===== config.mk =====
export PLATFORM = sky130hd
export DESIGN_NAME = pxpk_packer
export DESIGN_NICKNAME = d
export VERILOG_FILES = /design/src/rtl/pxpk_pkg.sv /design/src/rtl/pxpk_alpha_sel.sv /design/src/rtl/pxpk_reduce.sv /design/src/rtl/pxpk_lane_mask.sv /design/src/rtl/pxpk_packer.sv
export SDC_FILE = /design/constraint.sdc
export NUM_CORES = 1
export LEC_CHECK = 0
export ABC_CLOCK_PERIOD_IN_PS = 1800
export BUFFER_PORTS_ARGS = -buffer_cell sky130_fd_sc_hd__buf_4
export CAP_MARGIN = 10
export CORE_AREA = 5 5 100 102
export DETAILED_ROUTE_END_ITERATION = 7
export DIE_AREA = 0 0 105 107
export PLACE_DENSITY = 0.59
export SETUP_SLACK_MARGIN = 0.2
export SLEW_MARGIN = 30
export SYNTH_ARGS = -nofsm -noshare
export SYNTH_HDL_FRONTEND = slang
export SYNTH_SLANG_ARGS = --single-unit

===== constraint.sdc =====
create_clock -name clk -period 1.8 [get_ports clk]
set_input_delay 0.36 -clock clk [delete_from_list [all_inputs] [get_ports clk]]
set_output_delay 0.36 -clock clk [all_outputs]
set_load 0.005 [all_outputs]

===== src/rtl/pxpk_pkg.sv =====
package pxpk_pkg;
    localparam int CH_W     = 8;
    localparam int LANES    = 4;
    localparam int DATA_W   = CH_W * LANES;
    localparam int CTRL_W   = 32;
    localparam int CNT_W    = $clog2(LANES + 1);
    localparam int CODE_W   = 4;
    localparam int FMT_LSB  = 8;
    localparam int AINV_BIT = 12;
    localparam int LANE_LSB = 16;
    localparam int AEN_BIT  = 20;

    typedef enum logic [1:0] {
        DEPTH_4444 = 2'd0,
        DEPTH_565  = 2'd1,
        DEPTH_888  = 2'd2,
        DEPTH_8888 = 2'd3
    } depth_e;

    typedef struct packed {
        logic   legal;
        depth_e depth;
        logic   rgb_order;   // 1: red before blue
        logic   alpha_last;  // 1: alpha in the lowest field
    } fmt_t;

    typedef struct packed {
        logic              valid;
        logic [DATA_W-1:0] data;
        logic [LANES-1:0]  strb;
        logic [CNT_W-1:0]  nbytes;
    } beat_t;

    function automatic fmt_t decode_fmt(input logic [CODE_W-1:0] code);
        fmt_t f;
        f.legal      = 1'b1;
        f.rgb_order  = code[0];
        f.alpha_last = code[1];
        case (code[3:2])
            2'b00: f.depth = DEPTH_4444;
            2'b01: begin
                f.depth = DEPTH_565;
                f.legal = code[1];
            end
            2'b10: begin
                f.depth = DEPTH_888;
                f.legal = !code[1];
            end
            default: f.depth = DEPTH_8888;
        endcase
        return f;
    endfunction

    function automatic logic [CNT_W-1:0] depth_bytes(input fmt_t f);
        logic [CNT_W-1:0] n;
        if (!f.legal) begin
            n = '0;
        end else begin
            case (f.depth)
                DEPTH_888:  n = CNT_W'(3);
                DEPTH_8888: n = CNT_W'(4);
                default:    n = CNT_W'(2);
            endcase
        end
        return n;
    endfunction
endpackage


===== src/rtl/pxpk_alpha_sel.sv =====
module pxpk_alpha_sel #(
    parameter int W = 8
) (
    input  logic [W-1:0] a_in,
    input  logic         store_en,
    input  logic         invert,
    output logic [W-1:0] a_out
);
    always_comb begin
        if (store_en) begin
            a_out = a_in ^ {W{invert}};
        end else begin
            a_out = {W{invert}};
        end
    end
endmodule


===== src/rtl/pxpk_reduce.sv =====
module pxpk_reduce #(
    parameter int IN_W  = 8,
    parameter int OUT_W = 4
) (
    input  logic [IN_W-1:0]  x,
    output logic [OUT_W-1:0] y
);
    localparam int DROP_W = IN_W - OUT_W;

    logic [DROP_W-1:0] unused_low;

    assign y          = x[IN_W-1 -: OUT_W];
    assign unused_low = x[DROP_W-1:0];
endmodule


===== src/rtl/pxpk_lane_mask.sv =====
module pxpk_lane_mask #(
    parameter int LANES = 4,
    parameter int CNT_W = 3
) (
    input  logic [CNT_W-1:0] nbytes,
    input  logic [LANES-1:0] lane_en,
    output logic [LANES-1:0] strb
);
    for (genvar i = 0; i < LANES; i++) begin : g_lane
        assign strb[i] = lane_en[i] && (nbytes > CNT_W'(i));
    end
endmodule


===== src/rtl/pxpk_packer.sv =====
module pxpk_packer
    import pxpk_pkg::*;
(
    input  logic                 clk,
    input  logic                 rst_n,
    input  logic                 in_valid,
    output logic                 in_ready,
    input  logic [CTRL_W-1:0]    in_ctrl,
    input  logic [CH_W-1:0]      in_a,
    input  logic [CH_W-1:0]      in_r,
    input  logic [CH_W-1:0]      in_g,
    input  logic [CH_W-1:0]      in_b,
    output logic                 out_valid,
    input  logic                 out_ready,
    output logic [DATA_W-1:0]    out_data,
    output logic [LANES-1:0]     out_strb,
    output logic [CNT_W-1:0]     out_nbytes
);
    localparam int NIB_W = CH_W / 2;
    localparam int C5_W  = CH_W - 3;
    localparam int C6_W  = CH_W - 2;
    localparam int NCH   = 4;

    beat_t beat_d, beat_q;

    fmt_t             fmt;
    logic [CH_W-1:0]  alpha_w;
    logic [CH_W-1:0]  c_hi, c_lo;
    logic [CH_W-1:0]  chan [NCH];
    logic [NIB_W-1:0] nib  [NCH];
    logic [C5_W-1:0]  hi5, lo5;
    logic [C6_W-1:0]  g6;
    logic [CNT_W-1:0] nbytes_w;
    logic [LANES-1:0] strb_w;
    logic [DATA_W-1:0] word_w;
    logic              unused_ctrl;

    assign fmt         = decode_fmt(in_ctrl[FMT_LSB +: CODE_W]);
    assign nbytes_w    = depth_bytes(fmt);
    assign unused_ctrl = ^{in_ctrl[CTRL_W-1:AEN_BIT+1], in_ctrl[FMT_LSB-1:0]};

    assign c_hi = fmt.rgb_order ? in_r : in_b;
    assign c_lo = fmt.rgb_order ? in_b : in_r;

    pxpk_alpha_sel #(.W(CH_W)) u_alpha (
        .a_in     (in_a),
        .store_en (in_ctrl[AEN_BIT]),
        .invert   (in_ctrl[AINV_BIT]),
        .a_out    (alpha_w)
    );

    assign chan[0] = alpha_w;
    assign chan[1] = c_hi;
    assign chan[2] = in_g;
    assign chan[3] = c_lo;

    for (genvar i = 0; i < NCH; i++) begin : g_nib
        pxpk_reduce #(.IN_W(CH_W), .OUT_W(NIB_W)) u_nib (
            .x (chan[i]),
            .y (nib[i])
        );
    end

    pxpk_reduce #(.IN_W(CH_W), .OUT_W(C5_W)) u_hi5 (.x(c_hi), .y(hi5));
    pxpk_reduce #(.IN_W(CH_W), .OUT_W(C6_W)) u_g6  (.x(in_g), .y(g6));
    pxpk_reduce #(.IN_W(CH_W), .OUT_W(C5_W)) u_lo5 (.x(c_lo), .y(lo5));

    pxpk_lane_mask #(.LANES(LANES), .CNT_W(CNT_W)) u_mask (
        .nbytes  (nbytes_w),
        .lane_en (in_ctrl[LANE_LSB +: LANES]),
        .strb    (strb_w)
    );

    always_comb begin
        word_w = '0;
        if (fmt.legal) begin
            case (fmt.depth)
                DEPTH_4444: word_w = fmt.alpha_last
                    ? DATA_W'({nib[1], nib[2], nib[3], nib[0]})
                    : DATA_W'({nib[0], nib[1], nib[2], nib[3]});
                DEPTH_565:  word_w = DATA_W'({hi5, g6, lo5});
                DEPTH_888:  word_w = DATA_W'({c_hi, in_g, c_lo});
                default:    word_w = fmt.alpha_last
                    ? {c_hi, in_g, c_lo, alpha_w}
                    : {alpha_w, c_hi, in_g, c_lo};
            endcase
        end
    end

    assign in_ready = !beat_q.valid || out_ready;

    always_comb begin
        beat_d = beat_q;
        if (beat_q.valid && out_ready) begin
            beat_d.valid = 1'b0;
        end
        if (in_valid && in_ready) begin
            beat_d.valid  = fmt.legal;
            beat_d.data   = word_w;
            beat_d.strb   = strb_w;
            beat_d.nbytes = nbytes_w;
        end
    end

    always_ff @(posedge clk) begin
        if (!rst_n) begin
            beat_q <= '0;
        end else begin
            beat_q <= beat_d;
        end
    end

    assign out_valid  = beat_q.valid;
    assign out_data   = beat_q.data;
    assign out_strb   = beat_q.strb;
    assign out_nbytes = beat_q.nbytes;
endmodule


* Word-level counts from Yosys, hierarchy flattened *
Cells that the tools add are included.

storage, ports and cells
  register bits after elaboration = 40
  bits in latches = 0
  memory bits (writable) = 0
  memory bits (read-only) = 0
  bits of input ports = 68
  output and inout port bits = 41
  logic and storage cells = 39
  memories kept = 0

cells by class
  $add $sub $neg = 0
  multipliers = 0
  divide/modulo/power cells = 0
  order comparisons = 4
  equality and inequality tests = 5
  shifts and indexed selects = 0
  multiplexer cells = 13
  bitwise logic cells = 1
  reductions and logical operators = 12

operators by type and width
  kind                count
  $pmux 32 s3         1
  $mux 32             2
  $mux 40             1
  $mux 8              3
  $mux 16             1
  $xor 8x8->8         1
  $eq 2x2->1 const B  3
  $gt 3x1->1 const B  2
  $gt 3x2->1 const B  2
  $logic_and 1x1->1   6
  $pmux 2 s3          1
  $pmux 3 s2          1
  $eq 2x1->1 const B  2
  $logic_not 2->1     2
  $mux 3              1
  $logic_not 1->1     2
  $pmux 1 s2          1
  $reduce_bool 2->1   1
  $logic_or 1x1->1    1
  $mux 1              1

* Logic depth before layout (Yosys ltp) *
Gate-level depths: netlist of the first run.

  depth in word-level cells = 8
  mapped depth = 7
  depth with buffers taken out = 6

* By module *
Synthesis of the first run repeated with hierarchy kept, for this count alone.

unflattened totals
  cells, all modules = 327
  area, all modules = 2884.0 µm²

by module, submodules not included
  module                            instances  cells an instance  area each (µm²)  sequential area each (µm²)
  pxpk_packer                       1          272                2479.9           800.8
  pxpk_alpha_sel                    1          18                 128.9            0.0
  pxpk_reduce (g_nib[0].u_nib ...)  4          4                  30.0             0.0
  pxpk_reduce (u_hi5 ...)           2          5                  37.5             0.0
  pxpk_reduce (u_g6)                1          6                  45.0             0.0
  pxpk_lane_mask                    1          5                  35.0             0.0

* Worst setup path before layout of the first run *
Ideal clock, no wire load.

  path type = input to register
  start = input port in_ctrl[10]
  end = register beat_q, in the netlist out_data[22]
  library setup time = 122 ps
  arrival = 1676 ps
  data required time = 1678 ps
  slack = 2 ps
  stages = 7
  buffers on the path = 1
  cell sequence = inv_1 ha_1 mux2i_2 a2111oi_4 buf_4 and2_1 a221o_1

on the way
  cells in the longest elaborated chain, start to end = 5
  elaborated cells on any way between the ends = 10
  those cells by class = eq/ne: 4; mux: 4; reduce/logical: 2

RTL lines
  item                                      RTL line            source
  start: declaration                        pxpk_packer.sv:8    input logic [CTRL_W-1:0] in_ctrl,
  $eq 2x2->1, or another cell as far along  pxpk_pkg.sv:39      case (code[3:2])
  $pmux 2 s3                                pxpk_pkg.sv:39
  $eq 2x2->1, or another cell as far along  pxpk_packer.sv:77   case (fmt.depth)
  $pmux 32 s3                               pxpk_packer.sv:77
  $mux 32 (*)                               pxpk_packer.sv:76   if (fmt.legal) begin
  end signal: assignment                    pxpk_packer.sv:109  beat_q <= beat_d;
  end: declaration                          pxpk_packer.sv:24   beat_t beat_d, beat_q;

Every way passes the cells marked *; elsewhere a longest branch is shown, timed or not.
A chain may end at the register's enable or synchronous reset.

* Worst setup path in the final report of the first run *
  start = input port in_ctrl[11]
  end = register beat_q, in the netlist out_data[28]

The elaborated chain is that of the path after synthesis.

==> results of run 1 <==
-- kinds of logic after synthesis --
group           count (synthesis)
compound gates                129
simple gates                   83
flops                          40
buf+inv                        36
mux                            33
xor+xnor                        8
fa+ha+maj                       6
-- per-stage QoR --
step / setup WS, ns / std cells
floorplan: 0.129 / 335
global placement: -0.0601 / 551
detailed placement: -0.0931 / 551
CTS: 0.222 / 558
global route: 0.192 / 559
finish: 0.211 / 559
-- worst max path at each step --
| stage | start | end | slack (ns) | depth (start not counted) |
|---|---|---|---|---|
| finish | in_ctrl[11] | out_data[28] | 0.21 | 9 |
| global route | in_ctrl[11] | out_data[28] | 0.19 | 9 |
| CTS | in_ctrl[10] | out_data[28] | 0.22 | 9 |
| detailed placement | in_ctrl[10] | out_data[28] | -0.09 | 9 |
| global placement | in_ctrl[11] | out_data[22] | -0.06 | 8 |
| floorplan | in_ctrl[10] | out_data[22] | 0.13 | 7 |
-- registers in the layout (all words and copies together), names as in the netlist --
register / count
out_strb: 4
out_nbytes: 3
out_valid: 1
out_data: 32
-- critical path, stage by stage --
cell and delay [ns]:
buf_4 0.13, inv_2 0.06, ha_2 0.20, mux2i_4 0.10
buf_4 0.16, a211oi_4 0.27, buf_4 0.20, o211ai_1 0.14
a21oi_1 0.18
-- cell type report --
| cell class | count | area share [%] |
|---|---|---|
| multi-input cells | 259 | 46.9 |
| repair buffers | 134 | 26.0 |
| well taps | 111 | 3.43 |
| flip-flops and latches | 40 | 19.8 |
| clock inverters | 2 | 1.48 |
| clock buffers | 5 | 1.70 |
| inverters | 8 | 0.741 |
-- per-layer routing --
layer / share of wire [%] / vias to the layer above / track usage (%)
li1: - / 1500 / -
met5: 0 / - / 0
met3: 7.4 / 11 / 3.79
met1: 47 / 1414 / 25.4
met2: 44 / 129 / 25.6
met4: 1.3 / 0 / 3.84
-- Yosys cell counts, types with 4 or more instances --
| master | count | area [sq um] |
|---|---|---|
| dfxtp_1 | 40 | 801 |
| nand2_1 | 36 | 135 |
| a21oi_1 | 30 | 150 |
| o21ai_0 | 25 | 125 |
| nor2_1 | 19 | 71.3 |
| mux2i_1 | 18 | 180 |
| o211ai_1 | 18 | 135 |
| clkbuf_1 | 17 | 63.8 |
| mux2_2 | 14 | 158 |
| a221oi_1 | 10 | 87.6 |
| a221o_1 | 9 | 90.1 |
| a32o_1 | 8 | 80.1 |
| a211oi_1 | 7 | 52.6 |
| inv_1 | 7 | 26.3 |
| a22o_1 | 6 | 52.6 |
| ha_1 | 6 | 75.1 |
| and2_1 | 5 | 31.3 |
| nand4_1 | 5 | 31.3 |
| buf_1 | 4 | 15.0 |
| buf_2 | 4 | 20.0 |
| xnor2_1 | 4 | 35.0 |
| xor2_1 | 4 | 35.0 |
-- power groups by stage --
stage          Sequential [mW]  Combinational (mW)  Clock, mW
2_1_floorplan            0.975               0.400          0
3_3_place_gp             0.975               0.775          0
3_5_place_dp             0.976               0.778          0
4_1_cts                  0.956               0.781      0.901
5_1_grt                  0.961               0.862      0.926
6_report                 0.955               0.793      0.879
==> flow_summary.ini, run 1 <==
[pwr]
peakVddDrop_mv = 0.305
netSwitchingFraction_pct = 28.7
switchingPower_mw = 0.755
p_total_mw = 2.63
p_clk_share_pct = 33.5
total_leakage_power_nw = 1.73
p_int_mw = 1.87
cellPowerDensity_nw_per_um2 = 648
pwr-share-seq_pct = 36.4
power_frac_comb_pct = 30.2

[die]
die_area_sq_um = 11200
io_pins = 109
dieHeight_um = 107
core-area_sq_um = 9020
dieWidth_um = 105
start_util_pct = 30.8
rows = 35

[logic_synthesis]
synthesis.area_sq_um = 2780
synthXorXnorAreaFrac_pct = 2.52
synth_adder_area_share_pct = 2.70
synth_edf_count = 0
ys_seq_elements = 40
synth_top_family_by_area = compound AO/OA/AOI/OAI gates
synthCells = 335
async_flop_share_pct = 0
ys_warn_count = 0
synth-simple-area-share_pct = 14.2
synth_nets = 409
ys_types = 44
synth.avg_cell_area_sq_um = 8.29
synthMuxAreaShare_pct = 12.7
yosys_most_used_dff = dfxtp_1
ys_seq_area_share_pct = 28.8
synth_compound_area_share_pct = 33.5

[worst_hold_path]
holdCritPathClass = in -> reg
min_to = out_strb[2]
hold-path-cell-count = 3
min-delay-start = in_ctrl[18]

[finish]
syn_to_final_growth_pct = 46.0
final_core_util_pct = 44.9
multi_input_area_sq_um = 1900
layout_common_cells = buf_4, dfxtp_1, nand2_1
regArea_sq_um = 801
antennaDiodeCount = 0
fill_cells = 934
nets = 522
final_common_cell = buf_4
drive_gt1_share_pct = 39.1
final_area_sq_um = 4050

[grt]
grt_usage_pct = 17.3
grt_pass1_vias = 2900
grt_overflow = 0
grt_pass1_wl_mm = 15.7
grt_max_degree = 38
antenna_found_initial = 0

[cts]
insertion_delay_ns = 0.29
numCtsBuffers = 5
cts_num_sinks = 40
cts_buffer_depth = 2
cts-root-buf = clkbuf_8
cts_tree = built
cts-htree-levels = 2
ctsResizeCount = 0
clkTransAtPathRegs_ns = 0.08
postCtsHoldBufs = 0
postCtsSetupBuffers = 0

[worst_setup_path]
path_class = in -> reg
r2r-end = out_data[6]
reg2reg_depth = 5
r2r_start = out_valid
start_kind = input port
cp.required_ns = 2.03
crit_arrival_ns = 1.82
r2r_slack_ns = 0.35
worstPathMaxFanout = 6
worst_setup_path_end_kind = register

[drt]
post_drt_wl_per_cell_um = 17.9
drt_iter0_drc = 230
ant_nets = 0
routed_wl_mm = 10.0
via_count = 3054
drt_pass1_iterations = 4
viasPerCell = 5.46
drc = 0

[sta]
worst_pin_slew_ns = 0.473
hold_viol = 0
holdWs_ns = 0.324
slew_violations = 0
min_period_over_period_pct = 88.3
period_needed_ns = 1.59
max_slew_margin_pct = 68.4
clock_skew_ns = 0.00183
rsz0062_at_grt = yes
fmax_mhz = 629
finalSetupViolCount = 0
finalSetupTns_ns = 0

[placement]
port_buffers = 86
hpwl_mm = 7.81
gp_congestion = 0.879
placed_area_sq_um = 3900

[outcome]
status = completed

[run]
maxCapViolCount = 0
Power figures use the tool's default switching activity.
==> run 2: changes to the inputs <==
--- a/config.mk
+++ b/config.mk
@@ -5,7 +5,7 @@
 export SDC_FILE = /design/constraint.sdc
 export NUM_CORES = 1
 export LEC_CHECK = 0
-export ABC_CLOCK_PERIOD_IN_PS = 1800
+export ABC_CLOCK_PERIOD_IN_PS = 1400
 export BUFFER_PORTS_ARGS = -buffer_cell sky130_fd_sc_hd__buf_4
 export CAP_MARGIN = 10
 export CORE_AREA = 5 5 100 102
==> constraint.sdc (replaced) <==
create_clock -name clk -period 1.4 [get_ports clk]
set_input_delay 0.28 -clock clk [delete_from_list [all_inputs] [get_ports clk]]
set_output_delay 0.28 -clock clk [all_outputs]
set_load 0.005 [all_outputs]
==> run 2 against run 1 <==
Die area unchanged. Via count increased by 9.6%. Critical path type is now reg -> reg. Largest cell class unchanged. Register-to-register slack got worse by 0.44 ns. Sequential share of layout area decreased by 3.5 points. Clock power increased by 27%. Clock skew increased by 0.0019 ns. Non-clock buffer count increased by 48. The flow now finishes with violations (negative setup slack). Sequential power increased by 29%. Hold slack got worse by 0.084 ns. Count of clock-buffer cells in the layout unchanged.
==> flow_summary.ini, run 2 (synthesis results as in run 1) <==
[cts]
cts-root-buf = clkbuf_8
cts_tree = built
insertion_delay_ns = 0.29
cts-htree-levels = 2
numCtsBuffers = 5
clkTransAtPathRegs_ns = 0.08
cts_num_sinks = 40
cts_buffer_depth = 2

[die]
core-area_sq_um = 9020
io_pins = 109
dieWidth_um = 105
start_util_pct = 30.8
dieHeight_um = 107
rows = 35
die_area_sq_um = 11200

[placement]
port_buffers = 86
post-place-ws_ns = -0.343
hpwl_mm = 8.32
gp_congestion = 0.909

[sta]
setup_ws_ns = -0.0860
period_needed_ns = 1.49
rsz0062_at_grt = yes
min_period_over_period_pct = 106
max_slew_margin_pct = 73.1
slew_violations = 0
hold_viol = 0
worst_pin_slew_ns = 0.402
finalSetupViolCount = 2
clock_skew_ns = 0.00376
holdWs_ns = 0.240
fmax_mhz = 673

[finish]
antennaDiodeCount = 0
largest_reg_flops = 32
regArea_sq_um = 802
fill_cells = 806
syn_to_final_growth_pct = 77.8
final_common_cell = buf_4
final_core_util_pct = 54.7
multi_input_area_sq_um = 2200
nets = 570
drive_gt1_share_pct = 53.0
layout_common_cells = buf_4, dfxtp_1, nand2_1

[grt]
grt_overflow = 0
grt_max_degree = 25
grt_pass1_wl_mm = 17.8
grt_use_met3_pct = 3.91
antenna_found_initial = 0
grt_pass1_vias = 3302
gr-usage-met1_pct = 25.2
top_usage_layer = met2
grt_usage_pct = 19.5
grt_util_met2_pct = 33.0

[worst_setup_path]
r2r_start = out_valid
worstPathMaxFanout = 4
start_kind = register
worst_setup_path_end_kind = register
crit_arrival_ns = 1.71
cp.required_ns = 1.63
path_class = reg -> reg
reg2reg_depth = 5
r2r_slack_ns = -0.09
cp-endpoint = out_data[6]
r2r-end = out_data[6]
critical_path.startpoint = out_valid

[drt]
post_drt_wl_per_cell_um = 19.1
routed_wl_mm = 11.6
ant_nets = 0
via_count = 3346
viasPerCell = 5.51
drt_iter0_drc = 303
drt_pass1_iterations = 4
drc = 0

[pwr]
power_frac_comb_pct = 36.8
netSwitchingFraction_pct = 29.5
switchingPower_mw = 1.10
peakVddDrop_mv = 0.333
p_clk_share_pct = 30.1
pwr-share-seq_pct = 33.1
cellPowerDensity_nw_per_um2 = 754
p_int_mw = 2.62
total_leakage_power_nw = 2.10

[worst_hold_path]
holdCritPathClass = in -> reg
min-delay-start = in_ctrl[18]

[outcome]
violations = negative setup slack
status = finished, violations left

[run]
maxCapViolCount = 0
[run 2: cell count changes in the layout (fill, tap and decap cells not counted), moves of 7 or more]
cell	delta
buf_4	+19
buf_6	+19
a21oi_1	-8
a221oi_1	-8
a21oi_2	+7
a221oi_2	+7
[run 2: worst max-delay path, stage by stage (launching register included)]
cell and delay (ns):
dfxtp_2 0.33, and2b_4 0.20, inv_4 0.09, nand2_2 0.08
or4b_4 0.53, a31oi_2 0.19
[run 2: per-layer routing]
layer	part of all wire, %	vias to the layer above	wire length (um)
li1	-	1600	-
met1	42	1599	4920
met3	6.8	23	785
met4	2.1	0	244
met5	0	-	0
met2	49	124	5630
[run 2: per-stage QoR]
stage               power [mW]  TNS [ns]  cells  cell area (sq um)
floorplan                 1.81     -2.12    335               2990
global placement          2.35     -8.46    579               4190
detailed placement        2.35     -8.93    579               4190
CTS                       3.65   -0.0919    604               4790
global route              3.89    -0.956    607               4940
finish                    3.72    -0.121    607               4940
[run 2: how the worst min path moves through the flow]
stage          slack, ns  depth (start not counted)            to
5_1_grt             0.24                          3   out_strb[2]
3_3_place_gp        0.44                          2   out_strb[3]
2_1_floorplan       0.42                          2     out_valid
4_1_cts             0.24                          3  out_data[12]
6_report            0.24                          3   out_strb[2]
3_5_place_dp        0.45                          2   out_strb[0]
[run 2: area by class of cell]
class | instances | area share, %
Inverter | 8 | 1.06
Sequential cell | 40 | 16.2
Clock inverter | 2 | 1.22
Timing Repair Buffer | 182 | 32.7
Tap cell | 111 | 2.81
Clock buffer | 5 | 1.39
Multi-Input combinational cell | 259 | 44.6
[run 2: repair_timing]
action,4_1_cts,5_1_grt
setup buffers,14,2
hold buffers,0,0
setup endpoints to repair,41,42
pin swaps,46,23
gates resized for setup,74,31
gates cloned,4,1
[run 2: power by group through the flow]
| stage | Clock [mW] | Combinational (mW) | Sequential, mW |
|---|---|---|---|
| detailed placement | 0 | 1.10 | 1.26 |
| global placement | 0 | 1.09 | 1.25 |
| finish | 1.12 | 1.37 | 1.23 |
| floorplan | 0 | 0.557 | 1.25 |
| global route | 1.20 | 1.45 | 1.24 |
| CTS | 1.13 | 1.29 | 1.23 |
==> run 3: changes to the inputs <==
--- a/config.mk
+++ b/config.mk
@@ -5,13 +5,14 @@
 export SDC_FILE = /design/constraint.sdc
 export NUM_CORES = 1
 export LEC_CHECK = 0
+export ABC_AREA = 1
 export ABC_CLOCK_PERIOD_IN_PS = 1400
 export BUFFER_PORTS_ARGS = -buffer_cell sky130_fd_sc_hd__buf_4
 export CAP_MARGIN = 10
-export CORE_AREA = 5 5 100 102
+export CORE_AREA = 5 5 99 101
 export DETAILED_ROUTE_END_ITERATION = 7
-export DIE_AREA = 0 0 105 107
-export PLACE_DENSITY = 0.59
+export DIE_AREA = 0 0 104 106
+export PLACE_DENSITY = 0.6
 export SETUP_SLACK_MARGIN = 0.2
 export SLEW_MARGIN = 30
 export SYNTH_ARGS = -nofsm -noshare
==> run 3 against run 2 <==
The run now ends clean. Register-to-register slack better by 0.21 ns. Final cell count increased by 12%. Clock skew is 0.0037 ns higher. Critical endpoint is now out_data[11]. Highest routed layer unchanged.
==> flow_summary.ini, run 3 <==
[worst_hold_path]
min-delay-start = in_ctrl[16]
holdCritPathClass = in -> reg

[grt]
grt_pass1_wl_mm = 16.6
grt_max_degree = 31
antenna_found_initial = 0
grt_overflow = 0
grt_usage_pct = 18.1
grt_pass1_vias = 3459

[worst_setup_path]
crit_path_max_incr_delay_ns = 0.34
worstPathMaxFanout = 5
crit_path_top_delay_cell = dfxtp_2
critical_path.top_delay_family = simple AND/OR/NAND/NOR gates
r2r_start = out_valid
cp.required_ns = 1.62
start_kind = register
path_class = reg -> reg
critical_path.startpoint = out_valid
worst_path_most_repeated_cell = nand2_4
path_buf_inv = 2
worst_setup_path_end_kind = register
crit_arrival_ns = 1.49
cp_cell_sequence = nand2_4 -> nand2_4 -> inv_6 -> nand2_8 -> buf_6 -> nor2_4 -> nand2_1 -> a21oi_1

[sta]
worst_pin_slew_ns = 0.428
fmax_mhz = 783
holdWs_ns = 0.241
finalSetupViolCount = 0
hold_viol = 0
slew_violations = 0
setup_ws_ns = 0.124
min_period_over_period_pct = 91.2
period_needed_ns = 1.28
max_slew_margin_pct = 71.2
clock_skew_ns = 0.00749
rsz0062_at_grt = yes

[die]
die_area_sq_um = 11000
rows = 35
dieHeight_um = 106
core-area_sq_um = 8930
start_util_pct = 30.8
dieWidth_um = 104
io_pins = 109

[pwr]
p_total_mw = 3.06
cellPowerDensity_nw_per_um2 = 737
peakVddDrop_mv = 0.385
total_leakage_power_nw = 1.93

[logic_synthesis]
synthCells = 458
synthesis.area_sq_um = 2760
async_flop_share_pct = 0
ys_seq_area_share_pct = 29.1
synth.largest_area_cell = dfxtp_1
synth_top_area_share_pct = 29.1
yosys-top-cells-count = nand2_1, nand3_1, a21oi_1, dfxtp_1, o21ai_0
synth_edf_count = 0
synth_nets = 532
synth_most_common_cell = nand2_1
synth.area.top_cells = dfxtp_1, nand2_1, nand3_1
yosys_most_used_dff = dfxtp_1
ys_warn_count = 0
ys_seq_elements = 40
ys_types = 29
synth.avg_cell_area_sq_um = 6.02

[finish]
layout_common_cells = nand2_1, buf_4, nand3_1
syn_to_final_growth_pct = 50.5
nets = 643
fill_cells = 944
drive_gt1_share_pct = 35.1
largest_reg_flops = 32
antennaDiodeCount = 0
final_common_cell = nand2_1

[drt]
drt_pass1_iterations = 4
ant_nets = 0
drc = 0
post_drt_wl_per_cell_um = 15.1
viasPerCell = 5.02
drt_iter0_drc = 175
routed_wl_mm = 10.3
via_count = 3421

[cts]
clkTransAtPathRegs_ns = 0.08
cts_num_sinks = 40
cts_tree = built
numCtsBuffers = 5
cts-htree-levels = 2
insertion_delay_ns = 0.29
cts-root-buf = clkbuf_8
cts_buffer_depth = 2

[outcome]
status = completed

[placement]
port_buffers = 86
hpwl_mm = 8.31
post-place-ws_ns = -0.230
gp_congestion = 0.963

[run]
maxCapViolCount = 0
==> run 3: final timing paths <==
path | to | slack, ns | depth (start not counted)
max | out_data[11] | 0.12 | 8
min reg2reg | out_data[24] | 0.47 | 2
min | out_strb[0] | 0.24 | 3
max reg2reg | out_data[11] | 0.12 | 8
==> run 3: where the power goes <==
part	internal, mW	leakage, nW	switching, mW
clock network	0.348	0.0479	0.417
registers	1.20	0.326	0.0341
logic	0.475	1.56	0.586
==> run 3: through the flow <==
step	area [sq um]	instances	TNS [ns]	utilization [%]
detailed placement	3740	668	-5.31	41.8
global route	4150	681	0	46.4
global placement	3740	668	-4.87	41.8
floorplan	2790	458	0	-
CTS	3980	679	0	44.6
finish	4150	681	0	46.4
==> run 3: timing repair <==
item	CTS	global route
setup buffers	3	2
setup endpoints to repair	35	32
cloned	0	0
pin swaps	8	17
hold buffers	0	0
resized for setup	38	37
==> run 3: kinds of logic after synthesis <==
logic type | count (synthesis) | synth area share (%)
AO/OA/AOI/OAI | 86 | 16.4
AND/OR/NAND/NOR | 272 | 43.1
flip-flops | 40 | 29.1
adder cells (fa/ha/maj) | 6 | 2.72
buffers and inverters | 54 | 8.76
==> run 3: area by class of cell <==
cell class / count / area (sq um) / share of cell area (%)
Clock buffer: 5 / 68.8 / 1.66
Clock inverter: 3 / 18.8 / 0.452
Inverter: 30 / 136 / 3.29
Multi-Input combinational cell: 364 / 1930 / 46.6
Sequential cell: 40 / 802 / 19.3
Tap cell: 111 / 139 / 3.35
Timing Repair Buffer: 128 / 1050 / 25.3
==> run 3: routing by layer <==
| layer | track usage, % | part of all wire, % | up-vias |
|---|---|---|---|
| li1 | - | - | 1735 |
| met1 | 21.7 | 42 | 1556 |
| met2 | 32.2 | 49 | 112 |
| met3 | 3.95 | 6.4 | 18 |
| met4 | 5.74 | 2.3 | 0 |
| met5 | 0 | 0 | - |
==> run 3: tightest hold or removal path, cell delays in order <==
cell	delay (ns)
buf_4	0.10
nand2_1	0.05
a21oi_1	0.05
